$ cat src/rtl/tmr_pkg.sv
package tmr_pkg;
   typedef enum logic [1:0] {
      SRC_CLK = 2'b00,
      SRC_EXT = 2'b01,
      SRC_DIV = 2'b10,
      SRC_RSV = 2'b11
   } tsrc_e;

   localparam int VEC_LSB  = 0;
   localparam int MASK_BIT = 16;
   localparam int PER_BIT  = 17;
   localparam int SRC_LSB  = 18;
   localparam int CTRL_MSB = 19;

   localparam int OFF_CTRL = 0;
   localparam int OFF_PRE  = 1;
   localparam int OFF_INIT = 2;
   localparam int OFF_CUR  = 3;
endpackage

$ cat src/rtl/tmr_edge_sync.sv
module tmr_edge_sync #(
   parameter int STAGES = 2
) (
   input  logic clk,
   input  logic rst_n,
   input  logic async_in,
   output logic rise
);
   if (STAGES < 2) begin : g_bad_stages
      $error("tmr_edge_sync: STAGES must be at least 2");
   end

   logic [STAGES-1:0] sr_q;
   logic              last_q;

   always_ff @(posedge clk or negedge rst_n) begin
      if (!rst_n) begin
         sr_q   <= '0;
         last_q <= 1'b0;
      end else begin
         sr_q   <= {sr_q[STAGES-2:0], async_in};
         last_q <= sr_q[STAGES-1];
      end
   end

   assign rise = sr_q[STAGES-1] & ~last_q;


   ext_tick_single_chk: assert property (@(posedge clk) disable iff (!rst_n)
      rise |=> !rise);
endmodule

$ cat src/rtl/tmr_prescale.sv
module tmr_prescale #(
   parameter int PW = 4
) (
   input  logic       clk,
   input  logic       rst_n,
   input  logic       clr,
   input  logic       sel_ext,
   input  logic       ext_tick,
   input  logic [1:0] ratio,
   output logic       div_tick
);
   if (PW < 4) begin : g_bad_pw
      $error("tmr_prescale: PW must hold a count of 15");
   end

   logic          in_tick;
   logic [PW-1:0] lim;
   logic [PW-1:0] pcnt_q;

   assign in_tick = sel_ext ? ext_tick : 1'b1;

   always_comb begin
      case (ratio)
         2'b00:   lim = PW'(1);
         2'b01:   lim = PW'(3);
         2'b10:   lim = PW'(7);
         default: lim = PW'(15);
      endcase
   end

   assign div_tick = in_tick && (pcnt_q >= lim);

   always_ff @(posedge clk or negedge rst_n) begin
      if (!rst_n)                pcnt_q <= '0;
      else if (clr)              pcnt_q <= '0;
      else if (in_tick) begin
         if (pcnt_q >= lim)      pcnt_q <= '0;
         else                    pcnt_q <= pcnt_q + PW'(1);
      end
   end


   div_wrap_chk: assert property (@(posedge clk) disable iff (!rst_n)
      (div_tick && !clr) |=> (pcnt_q == '0));

   div_hold_chk: assert property (@(posedge clk) disable iff (!rst_n)
      (!in_tick && !clr) |=> $stable(pcnt_q));
endmodule

$ cat src/rtl/tmr_count.sv
module tmr_count #(
   parameter int CW = 32
) (
   input  logic          clk,
   input  logic          rst_n,
   input  logic          load,
   input  logic [CW-1:0] load_val,
   input  logic          tick,
   input  logic          periodic,
   input  logic          mask,
   input  logic [7:0]    vec,
   output logic [CW-1:0] cur,
   output logic [CW-1:0] init,
   output logic          irq,
   output logic [7:0]    irq_vec
);
   logic [CW-1:0] init_q, cur_q;
   logic          run_q, irq_q, fire;
   logic [7:0]    ivec_q;

   assign fire = run_q && tick && !load && (cur_q == CW'(1));

   always_ff @(posedge clk or negedge rst_n) begin
      if (!rst_n) begin
         init_q <= '0;
         cur_q  <= '0;
         run_q  <= 1'b0;
      end else if (load) begin
         init_q <= load_val;
         cur_q  <= load_val;
         run_q  <= |load_val;
      end else if (run_q && tick) begin
         if (cur_q == CW'(1)) begin
            if (periodic) cur_q <= init_q;
            else begin
               cur_q <= '0;
               run_q <= 1'b0;
            end
         end else begin
            cur_q <= cur_q - CW'(1);
         end
      end
   end

   always_ff @(posedge clk or negedge rst_n) begin
      if (!rst_n) begin
         irq_q  <= 1'b0;
         ivec_q <= '0;
      end else begin
         irq_q <= fire && !mask;
         if (fire && !mask) ivec_q <= vec;
      end
   end

   assign cur     = cur_q;
   assign init    = init_q;
   assign irq     = irq_q;
   assign irq_vec = ivec_q;


   step_one_chk: assert property (@(posedge clk) disable iff (!rst_n)
      (run_q && tick && !load && cur_q > CW'(1)) |=> (cur_q == $past(cur_q) - CW'(1)));

   zero_stop_chk: assert property (@(posedge clk) disable iff (!rst_n)
      (cur_q == '0 && !load) |=> (cur_q == '0));

   oneshot_end_chk: assert property (@(posedge clk) disable iff (!rst_n)
      (fire && !periodic) |=> (cur_q == '0 && !run_q));

   reload_chk: assert property (@(posedge clk) disable iff (!rst_n)
      (fire && periodic) |=> (cur_q == $past(init_q)));

   masked_quiet_chk: assert property (@(posedge clk) disable iff (!rst_n)
      (fire && mask) |=> !irq_q);
endmodule

$ cat src/rtl/tick_timer.sv
module tick_timer #(
   parameter int AW          = 4,
   parameter int DW          = 32,
   parameter int SYNC_STAGES = 2,
   parameter int PW          = 4
) (
   input  logic          clk,
   input  logic          rst_n,
   input  logic          wr_en,
   input  logic          rd_en,
   input  logic [AW-1:0] addr,
   input  logic [DW-1:0] wdata,
   output logic [DW-1:0] rdata,
   input  logic          ext_tb,
   output logic          irq,
   output logic [7:0]    irq_vec
);
   import tmr_pkg::*;

   if (DW < CTRL_MSB + 1) begin : g_bad_dw
      $error("tick_timer: DW too narrow for the control word");
   end
   if (AW < 2) begin : g_bad_aw
      $error("tick_timer: AW must cover four offsets");
   end

   localparam logic [AW-1:0] A_CTRL = AW'(OFF_CTRL);
   localparam logic [AW-1:0] A_PRE  = AW'(OFF_PRE);
   localparam logic [AW-1:0] A_INIT = AW'(OFF_INIT);
   localparam logic [AW-1:0] A_CUR  = AW'(OFF_CUR);

   logic [7:0]    vec_q;
   logic          mask_q, per_q;
   tsrc_e         src_q;
   logic [2:0]    pre_q;
   logic          load, ext_tick, div_tick, tick;
   logic [DW-1:0] cur, init;

   always_ff @(posedge clk or negedge rst_n) begin
      if (!rst_n) begin
         vec_q  <= '0;
         mask_q <= 1'b1;
         per_q  <= 1'b0;
         src_q  <= SRC_CLK;
         pre_q  <= '0;
      end else if (wr_en) begin
         if (addr == A_CTRL) begin
            vec_q  <= wdata[VEC_LSB +: 8];
            mask_q <= wdata[MASK_BIT];
            per_q  <= wdata[PER_BIT];
            src_q  <= tsrc_e'(wdata[SRC_LSB +: 2]);
         end
         if (addr == A_PRE) pre_q <= wdata[2:0];
      end
   end

   assign load = wr_en && (addr == A_INIT);

   tmr_edge_sync #(.STAGES(SYNC_STAGES)) u_sync (
      .clk(clk), .rst_n(rst_n), .async_in(ext_tb), .rise(ext_tick));

   tmr_prescale #(.PW(PW)) u_pre (
      .clk(clk), .rst_n(rst_n), .clr(load), .sel_ext(pre_q[2]),
      .ext_tick(ext_tick), .ratio(pre_q[1:0]), .div_tick(div_tick));

   always_comb begin
      case (src_q)
         SRC_CLK: tick = 1'b1;
         SRC_EXT: tick = ext_tick;
         default: tick = div_tick;
      endcase
   end

   tmr_count #(.CW(DW)) u_cnt (
      .clk(clk), .rst_n(rst_n), .load(load), .load_val(wdata), .tick(tick),
      .periodic(per_q), .mask(mask_q), .vec(vec_q), .cur(cur), .init(init),
      .irq(irq), .irq_vec(irq_vec));

   always_comb begin
      rdata = '0;
      if (rd_en) begin
         if (addr == A_CTRL) begin
            rdata[VEC_LSB +: 8] = vec_q;
            rdata[MASK_BIT]     = mask_q;
            rdata[PER_BIT]      = per_q;
            rdata[SRC_LSB +: 2] = src_q;
         end else if (addr == A_PRE) begin
            rdata[2:0] = pre_q;
         end else if (addr == A_INIT) begin
            rdata = init;
         end else if (addr == A_CUR) begin
            rdata = cur;
         end
      end
   end


   pre_bit3_zero_chk: assert property (@(posedge clk) disable iff (!rst_n)
      (rd_en && addr == A_PRE) |-> (rdata[3] == 1'b0));

   cur_write_ignored_chk: assert property (@(posedge clk) disable iff (!rst_n)
      (wr_en && addr == A_CUR && !tick) |=> $stable(cur));
endmodule

$ cat config.mk
export PLATFORM = sky130hd
export DESIGN_NAME = tick_timer
export DESIGN_NICKNAME = d
export VERILOG_FILES = /design/src/rtl/tmr_pkg.sv /design/src/rtl/tmr_edge_sync.sv /design/src/rtl/tmr_prescale.sv /design/src/rtl/tmr_count.sv /design/src/rtl/tick_timer.sv
export SDC_FILE = /design/constraint.sdc
export NUM_CORES = 1
export LEC_CHECK = 0
export CAP_MARGIN = 25
export CORE_ASPECT_RATIO = 1.25
export CORE_MARGIN = 3
export CORE_UTILIZATION = 40
export CTS_CLUSTER_DIAMETER = 40
export DETAILED_ROUTE_END_ITERATION = 6
export PLACE_DENSITY = 0.73
export SYNTH_ARGS = -nofsm -noshare
export SYNTH_HDL_FRONTEND = slang
export SYNTH_SLANG_ARGS = --single-unit
$ cat constraint.sdc
create_clock -name clk -period 3.5 [get_ports clk]
set_clock_uncertainty 0.2 [all_clocks]
set_input_delay 0.525 -clock clk [delete_from_list [all_inputs] [get_ports clk]]
set_output_delay 0.525 -clock clk [all_outputs]
set_load 0.005 [all_outputs]
==> results.sh <==
export IMPL_critPathMaxStageDelay_ns=0.56
export IMPL_drive_above_1_share_pct=11.96
export IMPL_clkPwrFrac_pct=24.1
export IMPL_vias=5308
export IMPL_regToRegSetupSlack_ns=0.68
export IMPL_drtPass1Iterations=5
export IMPL_route_detailed_drc=0
export IMPL_die_height_um=138.1
export IMPL_crit_chain="clkdlybuf4s50_1, or3_1, nor2_1, and2_1, buf_4, nand2_1, o21ai_0, clkdlybuf4s50_1"
export IMPL_synth_cells=637
export IMPL_drtAntennaViolNets=0
export IMPL_crit_path_frequent_cell="clkdlybuf4s50_1"
export IMPL_slowest_stage="clkdlybuf4s50_1"
export IMPL_synth_xor_area_share_pct=3.450
export IMPL_cts_sinks=96
export IMPL_grt_setup_unrepaired="no"
export IMPL_cp_required_ns=2.77
export IMPL_synth_top_family_by_area="simple AND/OR/NAND/NOR gates"
export IMPL_synth_mux_area_share_pct=5.578
export IMPL_htreeDepth=3
export IMPL_worstSkewPairLatency_ns=0.35
export IMPL_grt_antenna_before_repair=0
export IMPL_nFillCells=1204
export IMPL_die_w_um=111.7
export IMPL_drtIter0Drc=460
export IMPL_diodes=0
export IMPL_min_path_type="primary input to asynchronous set/reset pin"
export IMPL_synth_top_area_share_pct=42.56
export IMPL_cp_arrival_ns=2.53
export IMPL_cp_start_kind="primary input"
export IMPL_ys_warn_count=0
export IMPL_synth_compound_area_share_pct=16.89
export IMPL_cts_path_max_buffers=2
export IMPL_gp_congestion=0.9209
export IMPL_fin_util_pct=51.86
export IMPL_timing_final_crit_share_pct=93.10
export IMPL_core_area_mm2=0.01347
export IMPL_rr_worst_depth=7
export IMPL_p_comb_share_pct=31.6
export IMPL_root_buffer="clkbuf_16"
export IMPL_maxCapViolations=0
export IMPL_critPathKind="primary input to primary output"
export IMPL_synth_top_cells_by_area="dfrtp_1 (43%), nand2_1 (9.1%), mux2_2 (4.6%), a22oi_1 (4.0%), nor2_1 (3.8%)"
export IMPL_via_per_inst=5.964
export IMPL_cts_made_buffers=9
export IMPL_ys_seq_elements=96
export IMPL_ys_seq_area_share_pct=43.03
export IMPL_seqPwrFrac_pct=44.3
export IMPL_hold_viol=0
export IMPL_tightest_slew_ns=0.7959
export IMPL_cp_end_kind="primary output"
export IMPL_mostFrequentLayoutCell="nand2_1"
export IMPL_io_buffer_count=81
export IMPL_max_slew_margin_rel_pct=46.94
export IMPL_synth_area_mm2=0.005585
export IMPL_synth_async_reset_ratio_pct=100.0
export IMPL_yosysTopAreaCell="dfrtp_1"
export IMPL_wire_per_inst_um=18.28
export IMPL_cp_num_buf_inv=3
export IMPL_cts_setup_buffers=0
export IMPL_cts_tree="yes"
export IMPL_ir_drop_mv=0.3357
export IMPL_grt_ovfl_total=0
export IMPL_dp_hpwl_mm=11.62
export IMPL_synth_edf_count=0
export IMPL_track_usage_pct=21.56
export IMPL_syn_avg_cell_area_um2=8.768
export IMPL_grt_pass1_vias=5378
export IMPL_r2r_end="u_cnt.cur[17]"
export IMPL_cpLargestDelayFamily="buffers and inverters"
export IMPL_synth_simple_area_share_pct=25.99
export IMPL_grt_pass1_wl_mm=27.55
export IMPL_fp_dieArea_mm2=0.01543
export IMPL_multi_input_area_mm2=0.002983
export IMPL_rows=47
export IMPL_nets=761
export IMPL_path_max_fanout=5
export IMPL_p_sw_share_pct=36.60
export IMPL_drv_slew=0
export IMPL_syn_nets=684
export IMPL_fin_crit_ns=3.259
export IMPL_r2r_start="u_cnt.cur[28]"
export IMPL_fmax_mhz=306.9
export IMPL_ctsHoldBuffers=0
export IMPL_p_int_uw=2611
export IMPL_powerDensity_mw_per_mm2=589.6
export IMPL_synth_distinct_cells=65
export IMPL_p_switching_uw=1507
export IMPL_ios=82
export IMPL_ys_flop_type="dfrtp_1"
export IMPL_whs_ns=0.04844
export IMPL_area_growth_pct=25.04
export IMPL_layout_common_cells="nand2_1 (135), dfrtp_1 (95), clkdlybuf4s50_1 (80), nor2_1 (55), o21ai_0 (31)"
export IMPL_status="complete, no violations"
export IMPL_synthAdderAreaFrac_pct=1.344
export IMPL_setup_viol=0
export IMPL_seq_area_mm2=0.002404
export IMPL_cellLeakagePower_uw=0.002874
export IMPL_cts_resized=0
export IMPL_start_util_pct=41.48
export IMPL_clk_pin_slew_worst_paths_ns=0.06
export IMPL_wirelength_mm=16.27
export IMPL_fin_setup_tns_ns=0
export IMPL_grt_max_degree=62
[cells by family (layout without fill, tap and decap cells)]
| family | count (synthesis) | in the layout |
|---|---|---|
| simple gates | 301 | 301 |
| compound gates | 139 | 139 |
| flops | 96 | 96 |
| buf+inv | 46 | 128 |
| mux | 27 | 27 |
| xor+xnor | 22 | 22 |
| fa+ha+maj | 6 | 6 |
[power groups by stage]
stage	Combinational, uW	Clock, uW	Sequential, uW
3_5_place_dp	1300	0	1830
3_3_place_gp	1240	0	1820
2_1_floorplan	992	0	1670
6_report	1300	993	1820
4_1_cts	1300	1010	1820
5_1_grt	1460	1070	1870
[through the flow]
stage	instances	cell area, um2	total power [uW]	worst slack [ns]
2_1_floorplan	637	5585	2665	0.9948
3_3_place_gp	874	6685	3060	0.2721
3_5_place_dp	874	6685	3128	0.2585
4_1_cts	890	6984	4134	0.2436
5_1_grt	890	6984	4409	0.06021
6_report	890	6984	4118	0.2413
[cell type report]
class                   count  area share (%)
clock buffers              12           3.529
clock inverters             4          0.7524
inverters                   5          0.2687
multi-input cells         495           42.71
flip-flops and latches     96           34.41
well taps                 171           3.063
repair buffers            107           15.26
[worst max-delay path by stage]
stage	start	end	cells past startpoint
global placement	addr[1]	rdata[6]	8
floorplan	pre_q[1]	u_cnt.cur[30]	8
CTS	addr[1]	rdata[17]	8
finish	addr[1]	rdata[17]	8
global route	addr[1]	rdata[6]	8
detailed placement	addr[1]	rdata[17]	8
[synth_stat cells (all sizes together) (2+ instances only)]
| master | n |
|---|---|
| nor3 | 23 |
| a31oi | 11 |
| or2 | 2 |
| dfrtp | 95 |
| nand3b | 2 |
| o31ai | 3 |
| mux2 | 23 |
| a211oi | 12 |
| a221oi | 2 |
| and3 | 6 |
| and2 | 3 |
| and4b | 2 |
| nor2b | 2 |
| mux2i | 3 |
| xnor2 | 12 |
| or4 | 5 |
| a22oi | 30 |
| xor2 | 10 |
| nand4 | 7 |
| nand2 | 135 |
| or3 | 11 |
| a21o | 2 |
| inv | 5 |
| o21a | 6 |
| a221o | 2 |
| nand2b | 2 |
| ha | 6 |
| o41ai | 2 |
| a311oi | 2 |
| o21ai | 32 |
| buf | 14 |
| a21oi | 17 |
| clkbuf | 27 |
| o211ai | 11 |
| nor4 | 23 |
| nand3 | 17 |
| nor2 | 57 |
[worst register-to-register path, stage by stage, from the launching register on]
cell and delay, ns:
dfrtp_1 0.42, or4_4 0.59, nor4_4 0.19, and4_1 0.39
buf_4 0.39, a21oi_1 0.07, a311oi_1 0.31, nor3_1 0.12
[state kept, by name, indices dropped and copies added (netlist names)]
register       cells
per_q              1
u_cnt.run_q        1
u_cnt.irq_vec      8
src_q              2
u_pre.pcnt_q       4
vec_q              8
pre_q              3
u_sync.last_q      1
u_cnt.irq          1
u_cnt.cur         32
u_sync.sr_q        2
u_cnt.init        32
mask_q             1
[layer usage]
layer  vias to the layer above  part of all wire (%)  GRT usage [%]
li1                       2457                     -              -
met1                      2599                    40          27.63
met2                       211                    50          36.29
met3                        41                   7.2          4.196
met4                         0                   2.5          7.623
met5                         -                     0              0
(Power assumes the default switching activity.)
